===== src/rtl/cgq_pkg.sv =====
package cgq_pkg;
  localparam int unsigned CFG_W     = 8;
  localparam int unsigned BIT_FTMR  = 7;
  localparam int unsigned BIT_USB2  = 6;
  localparam int unsigned BIT_ENG   = 5;
  localparam int unsigned BIT_PM    = 4;
  localparam int unsigned BIT_TRUNK = 3;

  typedef struct packed {
    logic ftmr;
    logic usb2;
    logic eng;
    logic pm;
    logic trunk;
  } gate_vec_t;
endpackage


===== src/rtl/cgq_cfg_reg.sv =====
module cgq_cfg_reg
  import cgq_pkg::*;
(
  input  logic             clk_i,
  input  logic             rst_ni,
  input  logic             wr_en_i,
  input  logic [CFG_W-1:0] wr_data_i,
  output logic [CFG_W-1:0] rd_data_o,
  output gate_vec_t        en_o
);
  localparam logic [CFG_W-1:0] WR_MASK = CFG_W'((1 << BIT_FTMR) | (1 << BIT_USB2) |
                                                (1 << BIT_ENG)  | (1 << BIT_PM)   |
                                                (1 << BIT_TRUNK));

  logic [CFG_W-1:0] cfg_q;

  for (genvar b = 0; b < CFG_W; b++) begin : g_bit
    if (WR_MASK[b]) begin : g_rw
      always_ff @(posedge clk_i or negedge rst_ni) begin
        if (!rst_ni)      cfg_q[b] <= 1'b0;
        else if (wr_en_i) cfg_q[b] <= wr_data_i[b];
      end
    end else begin : g_rsvd
      assign cfg_q[b] = 1'b0;
    end
  end

  // readback is raw: fuse never applied here
  assign rd_data_o = cfg_q;

  assign en_o.ftmr  = cfg_q[BIT_FTMR];
  assign en_o.usb2  = cfg_q[BIT_USB2];
  assign en_o.eng   = cfg_q[BIT_ENG];
  assign en_o.pm    = cfg_q[BIT_PM];
  assign en_o.trunk = cfg_q[BIT_TRUNK];
endmodule


===== src/rtl/cgq_all_gated.sv =====
module cgq_all_gated #(
  parameter int unsigned N = 4
) (
  input  logic [(N > 0 ? N : 1)-1:0] vec_i,
  output logic                       all_o
);
  if (N == 0) begin : g_none
    logic unused;
    assign unused = vec_i[0];
    assign all_o  = 1'b1;
  end else begin : g_red
    assign all_o = &vec_i;
  end
endmodule


===== src/rtl/cgq_qual.sv =====
module cgq_qual
  import cgq_pkg::*;
(
  input  logic      clk_i,
  input  logic      rst_ni,
  input  gate_vec_t en_i,
  input  logic      fuse_dis_i,
  input  logic      u2_i,
  input  logic      eng_idle_i,
  input  logic      pm_idle_i,
  input  logic      ports_all_i,
  input  logic      phys_all_i,
  output gate_vec_t gate_o
);
  gate_vec_t gate_d, gate_q;

  always_comb begin
    gate_d.ftmr  = en_i.ftmr & u2_i;
    gate_d.usb2  = en_i.usb2;
    gate_d.eng   = en_i.eng   & eng_idle_i & ~fuse_dis_i;
    gate_d.pm    = en_i.pm    & pm_idle_i  & ~fuse_dis_i;
    gate_d.trunk = en_i.trunk & ports_all_i & phys_all_i & ~fuse_dis_i;
  end

  // registered so gate enables move only on an edge
  always_ff @(posedge clk_i or negedge rst_ni) begin
    if (!rst_ni) gate_q <= '0;
    else         gate_q <= gate_d;
  end

  assign gate_o = gate_q;
endmodule


===== src/rtl/clk_gate_qual.sv =====
module clk_gate_qual
  import cgq_pkg::*;
#(
  parameter int unsigned N_PORT = 4,
  parameter int unsigned N_PHY  = 2
) (
  input  logic              clk_i,
  input  logic              rst_ni,
  input  logic              cfg_rst_ni,
  input  logic              wr_en_i,
  input  logic [7:0]        wr_data_i,
  output logic [7:0]        rd_data_o,
  input  logic              fuse_dcg_dis_i,
  input  logic              u2_i,
  input  logic              eng_idle_i,
  input  logic              pm_idle_i,
  input  logic [N_PORT-1:0] port_gated_i,
  input  logic [N_PHY-1:0]  phy_gated_i,
  output logic              ftmr_gate_o,
  output logic              usb2_thr_o,
  output logic              eng_gate_o,
  output logic              pm_gate_o,
  output logic              trunk_gate_o
);
  gate_vec_t en, gate;
  logic      ports_all, phys_all;

  cgq_cfg_reg u_cfg (
    .clk_i     (clk_i),
    .rst_ni    (cfg_rst_ni),
    .wr_en_i   (wr_en_i),
    .wr_data_i (wr_data_i),
    .rd_data_o (rd_data_o),
    .en_o      (en)
  );

  cgq_all_gated #(.N(N_PORT)) u_ports (.vec_i(port_gated_i), .all_o(ports_all));
  cgq_all_gated #(.N(N_PHY))  u_phys  (.vec_i(phy_gated_i),  .all_o(phys_all));

  cgq_qual u_qual (
    .clk_i       (clk_i),
    .rst_ni      (rst_ni),
    .en_i        (en),
    .fuse_dis_i  (fuse_dcg_dis_i),
    .u2_i        (u2_i),
    .eng_idle_i  (eng_idle_i),
    .pm_idle_i   (pm_idle_i),
    .ports_all_i (ports_all),
    .phys_all_i  (phys_all),
    .gate_o      (gate)
  );

  assign ftmr_gate_o  = gate.ftmr;
  assign usb2_thr_o   = gate.usb2;
  assign eng_gate_o   = gate.eng;
  assign pm_gate_o    = gate.pm;
  assign trunk_gate_o = gate.trunk;
endmodule


===== config.mk =====
export PLATFORM = sky130hd
export DESIGN_NAME = clk_gate_qual
export DESIGN_NICKNAME = d
export VERILOG_FILES = /design/src/rtl/cgq_pkg.sv /design/src/rtl/cgq_cfg_reg.sv /design/src/rtl/cgq_all_gated.sv /design/src/rtl/cgq_qual.sv /design/src/rtl/clk_gate_qual.sv
export SDC_FILE = /design/constraint.sdc
export NUM_CORES = 1
export LEC_CHECK = 0
export ABC_CLOCK_PERIOD_IN_PS = 800
export BUFFER_PORTS_ARGS = -buffer_cell sky130_fd_sc_hd__buf_4
export CAP_MARGIN = 20
export CORE_AREA = 8 8 45 47
export CTS_CLUSTER_DIAMETER = 40
export DETAILED_ROUTE_END_ITERATION = 10
export DIE_AREA = 0 0 53 55
export PLACE_DENSITY = 0.64
export SYNTH_ARGS = -nofsm -noshare
export SYNTH_HDL_FRONTEND = slang
export SYNTH_SLANG_ARGS = --single-unit

===== constraint.sdc =====
create_clock -name clk_i -period 0.8 [get_ports clk_i]
set_clock_uncertainty 0.05 [all_clocks]
set_input_delay 0.12 -clock clk_i [delete_from_list [all_inputs] [get_ports clk_i]]
set_output_delay 0.12 -clock clk_i [all_outputs]
set_load 0.01 [all_outputs]

# --- Word-level counts from Yosys, hierarchy flattened ---
# Index checks and enable logic that the tools add are counted.
classes:
  n_shift: 0
  n_mul: 0
  n_reduce_logical: 2
  mux: 0
  n_div: 0
  n_bitwise: 9
  magnitude_cmp: 0
  n_eq_ne: 0
  add_sub_neg: 0
op_table:
  columns: ["op", "n"]
  rows:
  - ["$and A1 B1 Y1", 8]
  - ["$reduce_and A4 Y1", 1]
  - ["$reduce_and A2 Y1", 1]
  - ["$not A1 Y1", 1]
word_totals:
  latchBits: 0
  register_bits: 10
  mem_count: 0
  romBits: 0
  ramBits: 0
  out_inout_bits: 13

# --- Depth between registers and ports, before layout ---
# Gate-level depths: netlist of the first run.
logic_depth:
  depth_word: 4
  ltp_mapped: 2

# --- Hierarchy ---
# A second synthesis of the first run with hierarchy kept.
unflattened:
  hier_cells: 30
  hier_area_um2: 421.7
by_module_without_submodules:
  columns: ["module", "instances", "area_per_inst_um2", "cells_per_inst", "seq_area_each_um2"]
  rows:
  - ["cgq_cfg_reg", 1, 245.2, 19, 125.1]
  - ["cgq_qual", 1, 161.4, 9, 125.1]
  - ["cgq_all_gated (u_ports)", 1, 8.8, 1, 0.0]
  - ["cgq_all_gated (u_phys)", 1, 6.3, 1, 0.0]

# --- Least setup slack after synthesis of the first run ---
# Ideal clock, no wire load.
synth_timing:
  path_kind: "reg-to-reg"
  startpoint: "register, netlist name u_cfg.en_o[1]"
  endpoint: "register u_cfg.cfg_q[4], in the netlist u_cfg.en_o[1]"
  n_path_buf: 0
  arrival_ns: 0.657
  path_stages_with_launch: 2
  path_slack_ns: -0.032
  path_cell_list: "dfrtp_1 > mux2_2"
synth_lines:
  columns: ["element", "line", "text"]
  rows:
  - ["end signal: indexed assignment", "cgq_cfg_reg.sv:21", "else if (wr_en_i) cfg_q[b] <= wr_data_i[b];"]
  - ["end: declaration", "cgq_cfg_reg.sv:15", "logic [CFG_W-1:0] cfg_q;"]

# --- Worst setup path in the final report of the first run ---
layout_timing:
  startpoint: "register u_cfg.cfg_q[6], in the netlist u_cfg.en_o[3]"
  endpoint: "output rd_data_o[6]"
layout_lines:
  columns: ["element", "line", "text"]
  rows:
  - ["end: declaration", "clk_gate_qual.sv:12", "output logic [7:0] rd_data_o,"]
# No word-level cell between the ends.

==> out/metrics.yaml, run 1 <==
placed_design:
  dpl_cell_area_um2: 588
  io_buffers: 28
  place_congestion: 0.773
floorplanning:
  die_x_um: 53
  die_h_um: 55
  row_count: 14
  fp.dieArea_mm2: 0.00292
  io_pins: 35
  fp.coreArea_mm2: 0.00138
  start_util_pct: 27.5
critical_path:
  worstPathRequired_ns: 0.63
  criticalPathCategory: "reg -> out"
  cp.arrival_ns: 0.78
  endpoint_kind: "output port"
  crit_slowest_cell: "dfrtp_1"
  worstPathCellList: "buf_6"
  crit_path_start_kind: "register"
  cp_num_buf_inv: 1
  path_delay_family: "flip-flops"
  cp_max_fo: 2
  critical_path.max_stage_delay_ns: 0.40
synth:
  synth_cell_types: 9
  synthCells: 28
  synth_edf_count: 0
  synth.mux.area_fraction_pct: 14.8
  syn_area_um2: 380
  synth-compound-area-share_pct: 0
  yosysTopAreaCellShare_pct: 65.8
  yosys-top-cells-count: "10 x dfrtp_1, 5 x mux2_2, 4 x buf_4"
  synth_fa_ha_area_share_pct: 0
  async_flop_share_pct: 100
  synth.avg_cell_area_um2: 13.6
  synthTopCellsByArea: "dfrtp_1 66%, mux2_2 15%, buf_4 7.9%"
  synth_top_family_by_area: "multiplexers"
  synth_top_area_cell: "dfrtp_1"
  ys_seq_elements: 10
  synth_xor_area_share_pct: 0
  synth_simple_gate_area_share_pct: 10.5
  yosysWarnings: 0
  yosysSeqAreaShare_pct: 65.8
  synth.most_common_cell: "dfrtp_1"
  yosys_most_used_dff: "dfrtp_1"
final_layout:
  drive_gt1_share_pct: 63.1
  final_util_pct: 52.3
  layout.nets: 89
  final_area_um2: 723
  antenna_cells: 0
  area_growth_syn_to_layout_pct: 90.1
grt:
  grt_pass1_vias: 329
  grt_use_met2_pct: 9.96
  busiest_layer: "met2"
  grt_pass1_wl_um: 1510
  antenna_found_initial: 0
  met3_usage_pct: 4.55
  grtUsageTotal_pct: 7.62
  grt.met1_usage_pct: 7.67
  grt-ovfl-total: 0
  grt_max_degree: 6
clock_network:
  clock_path_buffers: 2
  cts_buffers: 3
  h-tree-depth: 1
  clock_latency_ns: 0.26
  cts_tree: "yes"
  clk_pin_slew_ns: 0.06
  root_buffer: "clkbuf_4"
  cts_sinks: 10
timing:
  hold_viol: 0
  min_period_ns: 0.952
  setup_viol: 17
  fin_crit_sh_pct: 119
  fmax_mhz: 1050
  rsz0062_at_grt: "yes"
  final-max-slew-violation-count: 0
  worst_slack_ns: -0.152
route:
  drcViolationCount: 0
  detail-route-antenna-nets: 0
  viasPerCell: 4.17
  drt-initial-drc-count: 2
  firstDrtPassIters: 4
  routedWlPerCell_um: 12.9
  num_vias: 338
  routed_wl_um: 1040
power:
  ir_drop_v: 0.000438
  power_density_mw_per_mm2: 1640
  leakagePower_uw: 0.000367
run_status:
  violations: "negative setup slack"
  status: "finished, violations left"
job:
  cap_violations: 0
min_path:
  holdCritPathClass: "in -> reg"
[registers in the layout, indices dropped and copies added (netlist names)]
register,count
u_qual.gate_o,5
u_cfg.en_o,5
[worst min-delay path: stages]
cell	delay, ns
buf_4	0.11
nand2_1	0.05
nor2_1	0.03
[routing by layer]
layer | up-vias | part of all wire [%]
met5 | - | 0
met4 | 0 | 3.9
met3 | 5 | 20
met2 | 23 | 41
met1 | 150 | 35
li1 | 160 | -
[layout by cell type (no fill, tap or decap)]
master         synthesis  layout
buf_4                  4      21
buf_6                  0      12
dfrtp_1               10      10
mux2_2                 5       5
nor2_1                 3       3
conb_1                 1       3
clkbuf_4               0       3
dlygate4sd3_1          0       3
nand2_1                2       2
nand4_1                1       1
nand4b_1               1       1
and2_1                 1       1
[area by class of cell]
| type | count | area [µm²] |
|---|---|---|
| flip-flops and latches | 10 | 250 |
| well taps | 16 | 20.0 |
| fillers | 114 | 661 |
| clock buffers | 3 | 22.5 |
| repair buffers | 36 | 323 |
| multi-input cells | 16 | 108 |
[timing repair]
action | CTS | global route
hold endpoints to repair | 12 | 0
resized for setup | 12 | 0
cloned | 0 | 0
setup endpoints to repair | 15 | 19
setup buffers | 5 | 0
hold buffers | 3 | 0
[power by group]
part,switching [µW],internal [µW]
combinational,91.7,199
sequential,26.2,546
clock,149,172
[cell families after synthesis]
kind of cell | count (synthesis)
DFF | 10
and+or+nand+nor | 8
muxes | 5
buffers and inverters | 4
other | 1
[metrics by stage]
step	TNS (ns)	cells	hold slack, ns	setup WS (ns)	power (µW)
detailed placement	-0.0535	70	-0.125	-0.0259	788
CTS	-2.15	81	0.0210	-0.162	1210
finish	-2.01	81	0.0267	-0.152	1180
global route	-2.59	81	0.0161	-0.187	1260
global placement	-0.0227	70	-0.125	-0.00629	785
floorplan	-0.123	30	-0.226	-0.0320	655
[worst paths after layout]
check / slack [ns] / depth (start not counted) / end / from
worst min-delay path: 0.03 / 3 / u_qual.gate_o[1] / pm_idle_i
min in group asynchronous: 0.14 / 2 / u_qual.gate_o[1] / rst_ni
max in group asynchronous: 0.45 / 2 / u_cfg.en_o[4] / cfg_rst_ni
worst min register to register: 0.46 / 1 / u_qual.gate_o[3] / u_cfg.en_o[3]
worst max-delay path: -0.15 / 1 / rd_data_o[6] / u_cfg.en_o[3]
worst max register to register: -0.15 / 2 / u_cfg.en_o[4] / u_cfg.en_o[4]
Note: power is estimated with default switching activity, not from simulation.
==> inputs of run 2 (changes only) <==
--- a/config.mk
+++ b/config.mk
@@ -13,6 +13,7 @@
 export DETAILED_ROUTE_END_ITERATION = 10
 export DIE_AREA = 0 0 53 55
 export PLACE_DENSITY = 0.64
+export REMOVE_ABC_BUFFERS = 1
 export SYNTH_ARGS = -nofsm -noshare
 export SYNTH_HDL_FRONTEND = slang
 export SYNTH_SLANG_ARGS = --single-unit
==> run 2 against run 1 <==
- via count up 0.89%
- flip-flop and latch count unchanged
- register-to-register slack about the same
- maximum frequency down 0.45%
- cell count up 3.7%
- sequential power about the same
- power up 12%
- largest cell class unchanged
- die area unchanged
- routed wire length up 12%
- the flow still finishes with violations (negative setup slack)
- clock-buffer cell count up 1
==> out/metrics.yaml, run 2 (same netlist as run 1, synthesis figures left out) <==
power:
  power_density_mw_per_mm2: 1760  # was 1640 mW/mm²
  ir_drop_v: 0.000961  # was 0.000438 V
  leakagePower_uw: 0.000387  # was 0.000367 µW
  power.total_uw: 1320  # was 1180 µW
grt:
  grt-ovfl-total: 0  # unchanged
  antenna_found_initial: 0  # unchanged
  grtUsageTotal_pct: 9.11  # was 7.62%
  grt_pass1_vias: 407  # was 329
  grt_max_degree: 7  # was 6
  grt_pass1_wl_um: 1900  # was 1510 µm
route:
  viasPerCell: 4.06  # was 4.17
  num_vias: 341  # was 338
  detail-route-antenna-nets: 0  # unchanged
  routedWlPerCell_um: 13.9  # was 12.9 µm
  drcViolationCount: 0  # unchanged
  firstDrtPassIters: 1  # was 4
  routed_wl_um: 1160  # was 1040 µm
  drt-initial-drc-count: 0  # was 2
clock_network:
  clock_latency_ns: 0.26  # about the same
  root_buffer: "clkbuf_4"  # unchanged
  clk_pin_slew_ns: 0.07  # was 0.06 ns
  clock_path_buffers: 2  # unchanged
  cts_buffers: 3  # unchanged
  cts_tree: "yes"  # unchanged
  h-tree-depth: 1  # unchanged
  cts_sinks: 10  # unchanged
floorplanning:
  die_x_um: 53  # unchanged
  fp.coreArea_mm2: 0.00138  # unchanged
  start_util_pct: 27.5  # unchanged
  io_pins: 35  # unchanged
  die_h_um: 55  # unchanged
  row_count: 14  # unchanged
  fp.dieArea_mm2: 0.00292  # unchanged
final_layout:
  layout_common_cells: "24 x buf_4, 11 x buf_6, 10 x dfrtp_1"  # was 21 x buf_4, 12 x buf_6, 10 x dfrtp_1
  area_growth_syn_to_layout_pct: 97.7  # was 90.1%
  layout.nets: 91  # was 89
  n_fill_cell: 130  # was 114
  antenna_cells: 0  # unchanged
  drive_gt1_share_pct: 64.7  # was 63.1%
  final_common_cell: "buf_4"  # unchanged
timing:
  fin_crit_sh_pct: 120  # was 119%
  whs_ns: 0.0276  # was 0.0267 ns
  hold_viol: 0  # unchanged
  min_period_ns: 0.956  # was 0.952 ns
  setup_tns_ns: -2.31  # was -2.01 ns
  rsz0062_at_grt: "yes"  # unchanged
  worst_slack_ns: -0.156  # was -0.152 ns
  final-max-slew-violation-count: 0  # unchanged
  fmax_mhz: 1050  # about the same
  setup_viol: 18  # was 17
critical_path:
  path_delay_family: "flip-flops"  # unchanged
  crit_slowest_cell: "dfrtp_1"  # unchanged
  cp_num_buf_inv: 1  # unchanged
  criticalPathCategory: "reg -> out"  # unchanged
  worstSetupStartpoint: "u_cfg.en_o[1]"  # was u_cfg.en_o[3]
  crit_path_start_kind: "register"  # unchanged
  cp.arrival_ns: 0.79  # was 0.78 ns
  regToRegStartpoint: "u_cfg.en_o[1]"  # was u_cfg.en_o[4]
  cp_max_fo: 2  # unchanged
  critical_path.max_stage_delay_ns: 0.40  # about the same
  worstPathCellList: "buf_6"  # unchanged
  worstPathRequired_ns: 0.63  # about the same
  endpoint_kind: "output port"  # unchanged
placed_design:
  pre_cts_ws_ns: -0.0255  # was -0.0259 ns
  dp_hpwl_um: 916
  place_congestion: 0.677  # was 0.773
  io_buffers: 28  # unchanged
run_status:
  status: "finished, violations left"  # unchanged
  violations: "negative setup slack"  # unchanged
min_path:
  holdCritPathClass: "in -> reg"  # unchanged
  hold_start: "pm_idle_i"  # unchanged
job:
  cap_violations: 0  # unchanged
## run 2: path summary, 6_finish.rpt
| path | to | slack (ns) | cells past startpoint |
|---|---|---|---|
| max | rd_data_o[4] | -0.16 | 1 |
| min | u_qual.gate_o[1] | 0.03 | 3 |
| min in group asynchronous | u_cfg.en_o[4] | 0.14 | 2 |
| max reg2reg | u_cfg.en_o[1] | -0.15 | 2 |
| min reg2reg | u_qual.gate_o[3] | 0.47 | 1 |
| max in group asynchronous | u_qual.gate_o[0] | 0.44 | 2 |
## run 2: routing by layer
metal | part of all wire [%] | up-vias | global-route usage [%]
met3 | 20 | 0 | 5.61
met1 | 38 | 145 | 9.55
met5 | 0 | - | 0
met2 | 41 | 28 | 13.9
met4 | 0 | 0 | 5.17
li1 | - | 168 | -
## run 2: what timing repair did
item / CTS / global route
pin swaps: 1 / 0
setup buffers: 5 / 0
gates resized for setup: 11 / 1
endpoints found under the setup margin: 15 / 19
hold buffers: 3 / 0
endpoints found under the hold margin: 12 / 0
## run 2: final cells by class
cell class | count | area, µm² | share of cell area (%)
Timing Repair Buffer | 38 | 334 | 44.4
Sequential cell | 10 | 250 | 33.3
Multi-Input combinational cell | 16 | 111 | 14.8
Clock buffer | 4 | 36.3 | 4.83
Tap cell | 16 | 20.0 | 2.66
## run 2: metrics by stage
| stage | instances | utilization, % | area [µm²] |
|---|---|---|---|
| after floorplan | 26 | - | 358 |
| after global placement | 72 | 43.6 | 603 |
| after detailed placement | 72 | 43.6 | 603 |
| after CTS | 84 | 54.1 | 748 |
| after global routing | 84 | 54.3 | 752 |
| final | 84 | 54.3 | 752 |
## run 2: power breakdown
part | switching, µW | total, µW | internal (µW)
logic | 96.1 | 307 | 211
registers | 26.5 | 572 | 545
clock network | 169 | 445 | 276
total | 292 | 1320 | 1030
